File: src/rtl/pio_pkg.sv
package pio_pkg;

    // control register bit positions (software depends on these)
    localparam int CB_C1_EN    = 0;
    localparam int CB_C1_RISE  = 1;
    localparam int CB_DATA_SEL = 2;
    localparam int CB_C2_LO    = 3;
    localparam int CB_C2_HI    = 4;
    localparam int CB_C2_DRIVE = 5;
    localparam int CTL_BITS    = 6;

    typedef logic [CTL_BITS-1:0] ctl_t;

    typedef enum logic [1:0] {
        C2M_INPUT  = 2'd0,
        C2M_STROBE = 2'd1,
        C2M_LEVEL  = 2'd2
    } c2_mode_e;

    function automatic c2_mode_e c2_mode(input ctl_t c);
        if (!c[CB_C2_DRIVE])
            return C2M_INPUT;
        else if (c[CB_C2_HI])
            return C2M_LEVEL;
        else
            return C2M_STROBE;
    endfunction

endpackage

File: src/rtl/pio_edge_det.sv
module pio_edge_det (
    input  logic clk,
    input  logic rst_n,
    input  logic lvl,
    input  logic rise_sel,
    output logic hit
);
    logic prev_q;

    always_ff @(posedge clk) begin
        if (!rst_n) prev_q <= 1'b0;
        else        prev_q <= lvl;
    end

    // level moved and now sits at the polarity asked for
    assign hit = (lvl ^ prev_q) & (lvl == rise_sel);

endmodule

File: src/rtl/pio_side.sv
module pio_side
    import pio_pkg::*;
#(
    parameter int W    = 8,
    parameter bit IS_B = 1'b0
) (
    input  logic         clk,
    input  logic         rst_n,
    input  logic         acc_ctl,
    input  logic         rd_en,
    input  logic         wr_en,
    input  logic [7:0]   wdata,
    output logic [7:0]   rdata,
    input  logic [W-1:0] pin_in,
    output logic [W-1:0] pin_out,
    output logic [W-1:0] pin_dir,
    input  logic         c1,
    input  logic         c2_in,
    output logic         c2_out,
    output logic         c2_oe,
    output logic         irq
);
    typedef struct packed {
        logic [W-1:0] dir;
        logic [W-1:0] lat;
        ctl_t         ctl;
        logic         f1;
        logic         f2;
        logic         stb;
    } side_t;

    side_t s_d, s_q;

    logic     hit1, hit2_raw, hit2;
    logic     data_rd, data_wr, ctl_wr, clr;
    logic     stb_nx;
    c2_mode_e mode;
    logic [W-1:0] port_view;
    logic [1:0]   unused_wbits;

    assign unused_wbits = wdata[7:6];

    pio_edge_det i_c1_det (
        .clk(clk), .rst_n(rst_n), .lvl(c1),
        .rise_sel(s_q.ctl[CB_C1_RISE]), .hit(hit1)
    );

    pio_edge_det i_c2_det (
        .clk(clk), .rst_n(rst_n), .lvl(c2_in),
        .rise_sel(s_q.ctl[CB_C2_HI]), .hit(hit2_raw)
    );

    assign mode    = c2_mode(s_q.ctl);
    assign hit2    = hit2_raw & (mode == C2M_INPUT);
    assign data_rd = rd_en & ~acc_ctl;
    assign data_wr = wr_en & ~acc_ctl;
    assign ctl_wr  = wr_en & acc_ctl;
    assign clr     = data_rd & s_q.ctl[CB_DATA_SEL];

    assign port_view = (s_q.dir & s_q.lat) | (~s_q.dir & pin_in);

    // strobe handling differs per side
    generate
        if (IS_B) begin : g_strobe_b
            always_comb begin
                stb_nx = s_q.stb;
                if (mode == C2M_STROBE) begin
                    if (!s_q.stb && (s_q.ctl[CB_C2_LO] || (clr && s_q.f1)))
                        stb_nx = 1'b1;
                    if (data_wr && s_q.ctl[CB_DATA_SEL])
                        stb_nx = 1'b0;
                end
            end
        end else begin : g_strobe_a
            always_comb begin
                stb_nx = s_q.stb;
                if (mode == C2M_STROBE) begin
                    if (!s_q.stb && (s_q.ctl[CB_C2_LO] || hit1))
                        stb_nx = 1'b1;
                    if (clr)
                        stb_nx = 1'b0;
                end
            end
        end
    endgenerate

    always_comb begin
        s_d = s_q;
        if (data_wr) begin
            if (s_q.ctl[CB_DATA_SEL]) s_d.lat = wdata[W-1:0];
            else                      s_d.dir = wdata[W-1:0];
        end
        if (clr) begin
            s_d.f1 = 1'b0;
            s_d.f2 = 1'b0;
        end
        if (hit1) s_d.f1 = 1'b1;
        if (hit2) s_d.f2 = 1'b1;
        s_d.stb = stb_nx;
        if (ctl_wr) begin
            s_d.ctl = wdata[CTL_BITS-1:0];
            s_d.stb = 1'b1;
        end
    end

    always_ff @(posedge clk) begin
        if (!rst_n) begin
            s_q     <= '0;
            s_q.stb <= 1'b1;
        end else begin
            s_q <= s_d;
        end
    end

    always_comb begin
        if (acc_ctl)
            rdata = {s_q.f1, s_q.f2, s_q.ctl};
        else if (s_q.ctl[CB_DATA_SEL])
            rdata = port_view;
        else
            rdata = s_q.dir;
    end

    assign pin_out = s_q.lat;
    assign pin_dir = s_q.dir;
    assign c2_oe   = s_q.ctl[CB_C2_DRIVE];

    always_comb begin
        unique case (mode)
            C2M_LEVEL:  c2_out = s_q.ctl[CB_C2_LO];
            C2M_STROBE: c2_out = s_q.stb;
            default:    c2_out = 1'b0;
        endcase
    end

    assign irq = (s_q.f1 & s_q.ctl[CB_C1_EN]) |
                 (s_q.f2 & s_q.ctl[CB_C2_LO] & (mode == C2M_INPUT));

    AST_DIR_ROUTE: assert property (@(posedge clk) disable iff (!rst_n)
        data_wr && !s_q.ctl[CB_DATA_SEL] |=> pin_dir == $past(wdata[W-1:0]));

    AST_FLAG_READ_ONLY: assert property (@(posedge clk) disable iff (!rst_n)
        ctl_wr && !hit1 && !clr |=> s_q.f1 == $past(s_q.f1));

    AST_READ_CLEARS: assert property (@(posedge clk) disable iff (!rst_n)
        clr && !hit1 && !hit2 |=> !s_q.f1 && !s_q.f2);

    AST_EDGE_SETS_FLAG: assert property (@(posedge clk) disable iff (!rst_n)
        hit1 |=> s_q.f1);

    AST_IRQ_MASKED: assert property (@(posedge clk) disable iff (!rst_n)
        !s_q.ctl[CB_C1_EN] && !s_q.ctl[CB_C2_LO] |-> !irq);

    AST_STROBE_ONE_CYCLE: assert property (@(posedge clk) disable iff (!rst_n)
        mode == C2M_STROBE && s_q.ctl[CB_C2_LO] && !c2_out &&
        !wr_en && !clr |=> c2_out);

endmodule

File: src/rtl/pio_adapter.sv
module pio_adapter #(
    parameter int PORT_W = 8
) (
    input  logic              clk,
    input  logic              rst_n,
    input  logic [1:0]        sel,
    input  logic              rd,
    input  logic              wr,
    input  logic [7:0]        wdata,
    output logic [7:0]        rdata,
    input  logic [PORT_W-1:0] pa_in,
    output logic [PORT_W-1:0] pa_out,
    output logic [PORT_W-1:0] pa_dir,
    input  logic              ca1,
    input  logic              ca2_in,
    output logic              ca2_out,
    output logic              ca2_oe,
    output logic              irq_a,
    input  logic [PORT_W-1:0] pb_in,
    output logic [PORT_W-1:0] pb_out,
    output logic [PORT_W-1:0] pb_dir,
    input  logic              cb1,
    input  logic              cb2_in,
    output logic              cb2_out,
    output logic              cb2_oe,
    output logic              irq_b
);
    localparam int NSIDE = 2;

    logic [PORT_W-1:0] s_pin_in  [NSIDE];
    logic [PORT_W-1:0] s_pin_out [NSIDE];
    logic [PORT_W-1:0] s_pin_dir [NSIDE];
    logic [7:0]        s_rdata   [NSIDE];
    logic [NSIDE-1:0]  s_c1, s_c2_in, s_c2_out, s_c2_oe, s_irq;

    assign s_pin_in[0] = pa_in;
    assign s_pin_in[1] = pb_in;
    assign s_c1        = {cb1, ca1};
    assign s_c2_in     = {cb2_in, ca2_in};

    generate
        for (genvar g = 0; g < NSIDE; g++) begin : g_side
            pio_side #(.W(PORT_W), .IS_B(g == 1)) i_side (
                .clk     (clk),
                .rst_n   (rst_n),
                .acc_ctl (sel[0]),
                .rd_en   (rd & (sel[1] == g[0])),
                .wr_en   (wr & (sel[1] == g[0])),
                .wdata   (wdata),
                .rdata   (s_rdata[g]),
                .pin_in  (s_pin_in[g]),
                .pin_out (s_pin_out[g]),
                .pin_dir (s_pin_dir[g]),
                .c1      (s_c1[g]),
                .c2_in   (s_c2_in[g]),
                .c2_out  (s_c2_out[g]),
                .c2_oe   (s_c2_oe[g]),
                .irq     (s_irq[g])
            );
        end
    endgenerate

    assign rdata   = sel[1] ? s_rdata[1] : s_rdata[0];
    assign pa_out  = s_pin_out[0];
    assign pb_out  = s_pin_out[1];
    assign pa_dir  = s_pin_dir[0];
    assign pb_dir  = s_pin_dir[1];
    assign ca2_out = s_c2_out[0];
    assign cb2_out = s_c2_out[1];
    assign ca2_oe  = s_c2_oe[0];
    assign cb2_oe  = s_c2_oe[1];
    assign irq_a   = s_irq[0];
    assign irq_b   = s_irq[1];

    AST_RESET_QUIET: assert property (@(posedge clk) disable iff (!rst_n)
        $past(!rst_n) |-> !irq_a && !irq_b && !ca2_oe && !cb2_oe);

endmodule

File: config.mk
export PLATFORM = sky130hd
export DESIGN_NAME = pio_adapter
export DESIGN_NICKNAME = d
export VERILOG_FILES = /design/src/rtl/pio_pkg.sv /design/src/rtl/pio_edge_det.sv /design/src/rtl/pio_side.sv /design/src/rtl/pio_adapter.sv
export SDC_FILE = /design/constraint.sdc
export NUM_CORES = 1
export LEC_CHECK = 0
export ABC_AREA = 0
export BUFFER_PORTS_ARGS = -buffer_cell sky130_fd_sc_hd__buf_4
export CORE_AREA = 2 2 85 87
export CTS_BUF_LIST = sky130_fd_sc_hd__clkbuf_4
export CTS_CLUSTER_SIZE = 28
export DETAILED_ROUTE_END_ITERATION = 8
export DIE_AREA = 0 0 87 89
export HOLD_SLACK_MARGIN = 0.15
export PLACE_DENSITY = 0.72
export REMOVE_ABC_BUFFERS = 1
export SYNTH_ARGS = -nofsm -noshare
export SYNTH_HDL_FRONTEND = slang
export SYNTH_SLANG_ARGS = --single-unit
File: constraint.sdc
create_clock -name clk -period 1.56 [get_ports clk]
set_clock_uncertainty 0.1 [all_clocks]
set_input_delay 0.234 -clock clk [delete_from_list [all_inputs] [get_ports clk]]
set_output_delay 0.234 -clock clk [all_outputs]
set_load 0.1 [all_outputs]
* After elaboration in Yosys (flattened, before gate mapping)
Cells that the tools add are included.
** Storage, ports and cells
- Flip-flop bits (word level) :: 54
- Output and inout bits :: 46
** Cells by class
- Equal/unequal tests :: 8
- Mux-type cells :: 21
- Bitwise logic cells :: 43
- Reductions and logical operators :: 24
** Operators with widths (count)
- $mux W8 :: 5
- $and A8 B8 Y8 :: 4
- $and A1 B1 Y1 :: 24
- $not A8 Y8 :: 2
- $or A8 B8 Y8 :: 2
- $mux W2 :: 6
- $reduce_and A2 Y1 :: 6
- $reduce_bool A2 Y1 :: 6
- $mux W1 :: 8
- $not A1 Y1 :: 5
- $eq A1 B1 Y1 :: 4
- $eq A2 B1 Y1 const B :: 2
- $eq A2 B2 Y1 const B :: 2
- $logic_and A1 B1 Y1 :: 4
- $logic_not A2 Y1 :: 2
- $pmux W1 S2 :: 2
- $reduce_or A2 Y1 :: 2
- $xor A1 B1 Y1 :: 4
- $logic_not A1 Y1 :: 2
- $logic_or A1 B1 Y1 :: 2
- $or A1 B1 Y1 :: 2

* Depth between registers and ports, before layout
- Depth in word-level cells :: 8
- Mapped depth :: 5
- Mapped depth without buffers :: 3

* Modules after synthesis
From an unflattened synthesis, not the netlist that was laid out.
** Second synthesis, totals
- Cells, all modules :: 351
- Area, all modules :: 3076.7 um2
** By module, submodules not included
- pio_side (g_side[1].i_side) :: times used 1, cells an instance 159, area each 1366.3 um2, sequential area each 500.5 um2
- pio_side (g_side[0].i_side) :: times used 1, cells an instance 159, area each 1353.8 um2, sequential area each 500.5 um2
- pio_edge_det :: times used 4, cells an instance 5, area each 50.0 um2, sequential area each 20.0 um2
- pio_adapter :: times used 1, cells an instance 13, area each 156.4 um2, sequential area each 0.0 um2

* Worst setup path before layout
Ideal clock, no wire load.
- Path kind :: register -> output
- Start point :: register g_side[1].i_side.s_q (netlist bit g_side[1].i_side.c2_oe)
- End point :: output irq_b
- Arrival :: 2968 ps
- Slack :: -1742 ps
- Cell stages (with the launch flop) :: 2
- Buffers on the path :: 0
- Path through :: dfxtp_1 o21ai_0
** On the way
- Longest elaborated chain between the ends :: 4
** RTL lines
- start, declared :: RTL line pio_side.sv:32 : side_t s_d, s_q;
- $mux W2 :: RTL line pio_pkg.sv:21 : if (!c[CB_C2_DRIVE])
- $logic_not A2 Y1 :: RTL line pio_side.sv:137 : (s_q.f2 & s_q.ctl[CB_C2_LO] & (mode == C2M_INPUT));
- $and A1 B1 Y1 :: RTL line pio_side.sv:137
- $or A1 B1 Y1 :: RTL line pio_side.sv:136 : assign irq = (s_q.f1 & s_q.ctl[CB_C1_EN]) |
- end, declared :: RTL line pio_adapter.sv:26 : output logic irq_b
Every way passes these cells.

* Worst setup path after layout
- Start point :: register g_side[0].i_side.s_q[5] (netlist bit)
- End point :: output rdata[4]
** On the way
- Longest elaborated chain between the ends :: 3
** RTL lines
- start, declared :: RTL line pio_side.sv:32
- $mux W8 :: RTL line pio_side.sv:118 : else if (s_q.ctl[CB_DATA_SEL])
- $mux W8 :: RTL line pio_side.sv:116 : if (acc_ctl)
- $mux W8 :: RTL line pio_adapter.sv:63 : assign rdata = sel[1] ? s_rdata[1] : s_rdata[0];
- end, declared :: RTL line pio_adapter.sv:10 : output logic [7:0] rdata,
Every way passes these cells.

==> reports/results.txt <==
final setup margin: -0.530 ns
critical path class: reg -> out
worst hold path type: in -> reg
num ports: 80
run status: complete, but fails checks
initial antenna violation count: 0
number of global-route vias before repair: 2,634
final slew viol count: 0
share of layout cells above drive strength 1: 0.431
pin count of the biggest net entering global routing: 26
input/output buffers: 79
Post-DRT Antenna Nets: 0
RSZ-0062 raised after global routing: yes
Max Cap Violations: 0
Slew HR: 0.719
core area: 6720 um2
CTS Sinks: 54
Leakage: 0.00180 uW
crit path DAT: 1.76 ns
Critical Path RT: 1.23 ns
violated checks: setup timing
drt initial violations: 178
DRC Markers: 0
final instance area: 4160 um2
Cell Area, Synth: 2870 um2
dpl hpwl: 5680 um
worst slew pin tran: 0.421 ns
YS warnings: 0
final setup vio count: 18
final net count: 461
# fillers: 575
CTS tree: built
RePlAce Congestion: 0.851
Die ar.: 7740 um2
placed cell area: 3560 um2
endpoints failing hold: 0
GR Overflow Total: 0
DR top layer: met4
VDD IR max: 0.000477 V
Pre-antenna DRT Iters: 4
CTS root buf: clkbuf_4
Final Non-Filler Cells: 507
crit-path max FO: 5
Die H: 89 um
Setup crit start kind: flop
WL met2: 4010 um
post-synthesis register bit count: 54
Core Rows: 30
syn avg cell area: 8.86 um2
Syn Inst Count: 324
crit end category: primary output
Inserted Diodes: 0
CTS Buf Count: 5
die width: 87 um
final wirelength: 8090 um
DP Cell Count: 477
via/cell ratio: 5.21
CTS clock-pin slew for the worst setup and hold paths: 0.14 ns
fmax: 479 MHz
Skew-Pair Late Insertion Delay: 0.37 ns
sequential share of the synthesized area: 0.376
Tot GR Track Use: 0.214
Pwr Density: 680 nW/um2
synth-to-layout area growth: 44.7%
met3 WL post-DR: 480 um
Routed met1 length: 3450 um
DR vias: 2,643
period utilization: 1.34
Final min period: 2.09 ns
Synth cell types: 38
first-pass GRT wire length: 13,000 um
clock tree buffer depth: 2
H-Tree Depth: 2
starting density of the core: 0.427
drt wl/cell: 16.0 um
## flip-flops by register name, indices dropped and copies added (netlist names)
register,flops
g_side.i_side.pin_dir,16
g_side.i_side.pin_out,16
g_side.i_side.s_q,16
g_side.i_side.c2_oe,2
g_side.i_side.i_c1_det.prev_q,2
g_side.i_side.i_c2_det.prev_q,2
## cells in the mapped netlist
cell type	count	area share
inv_1	16	0.021
o211a_1	1	0.0035
a211oi_1	2	0.0052
nor3b_1	2	0.0052
and4bb_2	2	0.0087
nand4b_1	1	0.0031
buf_8	1	0.0052
and4b_1	1	0.0035
buf_6	1	0.0039
nor4bb_1	1	0.0035
and2_1	4	0.0087
dfxtp_1	54	0.38
nand3_2	1	0.0035
buf_4	35	0.092
nor4_1	1	0.0022
mux4_2	3	0.024
or4b_1	2	0.0070
nand3b_1	6	0.016
nand4bb_1	1	0.0039
nand2b_1	1	0.0022
nand2_1	41	0.054
mux4_1	3	0.027
nor2_1	30	0.039
clkbuf_1	4	0.0052
o21ai_0	6	0.010
a31oi_1	14	0.030
a31o_1	1	0.0031
mux2i_1	32	0.11
nand4b_2	1	0.0052
nor2b_1	4	0.0087
nor4b_4	1	0.0083
a21oi_1	32	0.056
buf_2	10	0.017
o211ai_1	2	0.0052
a21o_1	2	0.0052
and3b_1	2	0.0061
or3b_1	2	0.0061
o311a_1	1	0.0035
## stage by stage
stage / setup slack, ns / total power (uW) / utilization / hold WS [ns] / TNS (ns)
6_report: -0.530 / 2830 / 0.619 / 0.233 / -4.86
5_1_grt: -0.618 / 2940 / 0.619 / 0.210 / -5.95
4_1_cts: -0.538 / 2820 / 0.604 / 0.223 / -4.80
3_5_place_dp: -0.198 / 2120 / 0.530 / 0.361 / -2.16
3_3_place_gp: -0.177 / 2110 / 0.530 / 0.357 / -1.94
2_1_floorplan: -1.74 / 1860 / - / 0.223 / -12.82
## worst paths after layout
check,startpoint,end,slack (ns),cells past startpoint
max,g_side[0].i_side.s_q[5],rdata[4],-0.53,5
min,wr,g_side[1].i_side.pin_out[4],0.23,4
max reg2reg,g_side[0].i_side.s_q[5],g_side[0].i_side.pin_dir[3],-0.09,5
min reg2reg,g_side[1].i_side.i_c1_det.prev_q,g_side[1].i_side.s_q[2],0.38,2
## placed cells by master (no fill, tap or decap), types with 2 or more instances in the layout
master / n
or3b_1: 2
dfxtp_2: 7
and3b_1: 2
a21oi_1: 20
dlygate4sd3_1: 17
nor3b_1: 2
nand2_1: 33
buf_6: 19
and4bb_2: 2
buf_4: 99
nand3b_1: 6
dfxtp_1: 42
nor2b_1: 4
clkbuf_4: 7
a21o_1: 2
nor2_1: 30
a21oi_2: 12
buf_12: 10
dfxtp_4: 5
a31oi_1: 14
o21ai_0: 3
mux2i_1: 31
o21ai_4: 2
mux4_2: 6
inv_1: 16
a211oi_1: 2
nand2_2: 7
o211ai_1: 2
and2_1: 4
## kinds of logic (layout without fill, tap and decap cells)
family / count (synthesis) / after routing / share of synthesized area
flip-flops: 54 / 54 / 0.376
multiplexers: 38 / 38 / 0.163
AND/OR/NAND/NOR: 104 / 104 / 0.194
AO/OA/AOI/OAI: 61 / 61 / 0.122
buffers and inverters: 67 / 170 / 0.144
## final cells by class
cell class | instances | area [um2] | share of cell area
inverter | 16 | 60.1 | 0.0144
multi-input combinational | 203 | 1470 | 0.352
timing repair buffer | 147 | 1370 | 0.330
sequential | 54 | 1110 | 0.267
tap | 80 | 100 | 0.0241
clock buffer | 7 | 52.6 | 0.0126
## layer usage
layer,track usage,vias up
li1,-,1293
met1,0.275,1239
met2,0.373,98
met3,0.0323,13
met4,0.0625,0
met5,0,-
## repair_timing
item,CTS,global route
hold endpoints to repair,53,0
hold buffers,17,0
pin swaps,11,3
gates cloned,1,0
buffers inserted,3,2
resized for setup,74,25
setup endpoints to repair,20,28
## power breakdown
| part | total (uW) | switching, uW | internal, uW |
|---|---|---|---|
| clock network | 615 | 409 | 206 |
| logic | 760 | 449 | 311 |
| registers | 1450 | 38.0 | 1420 |
## worst max-delay path, cell delays in order (launching register included)
cell and delay [ns]:
dfxtp_4 0.39, buf_6 0.13, a21oi_2 0.12, a31oi_1 0.06, mux4_2 0.49, buf_12 0.19
Power figures use the tool's default switching activity.
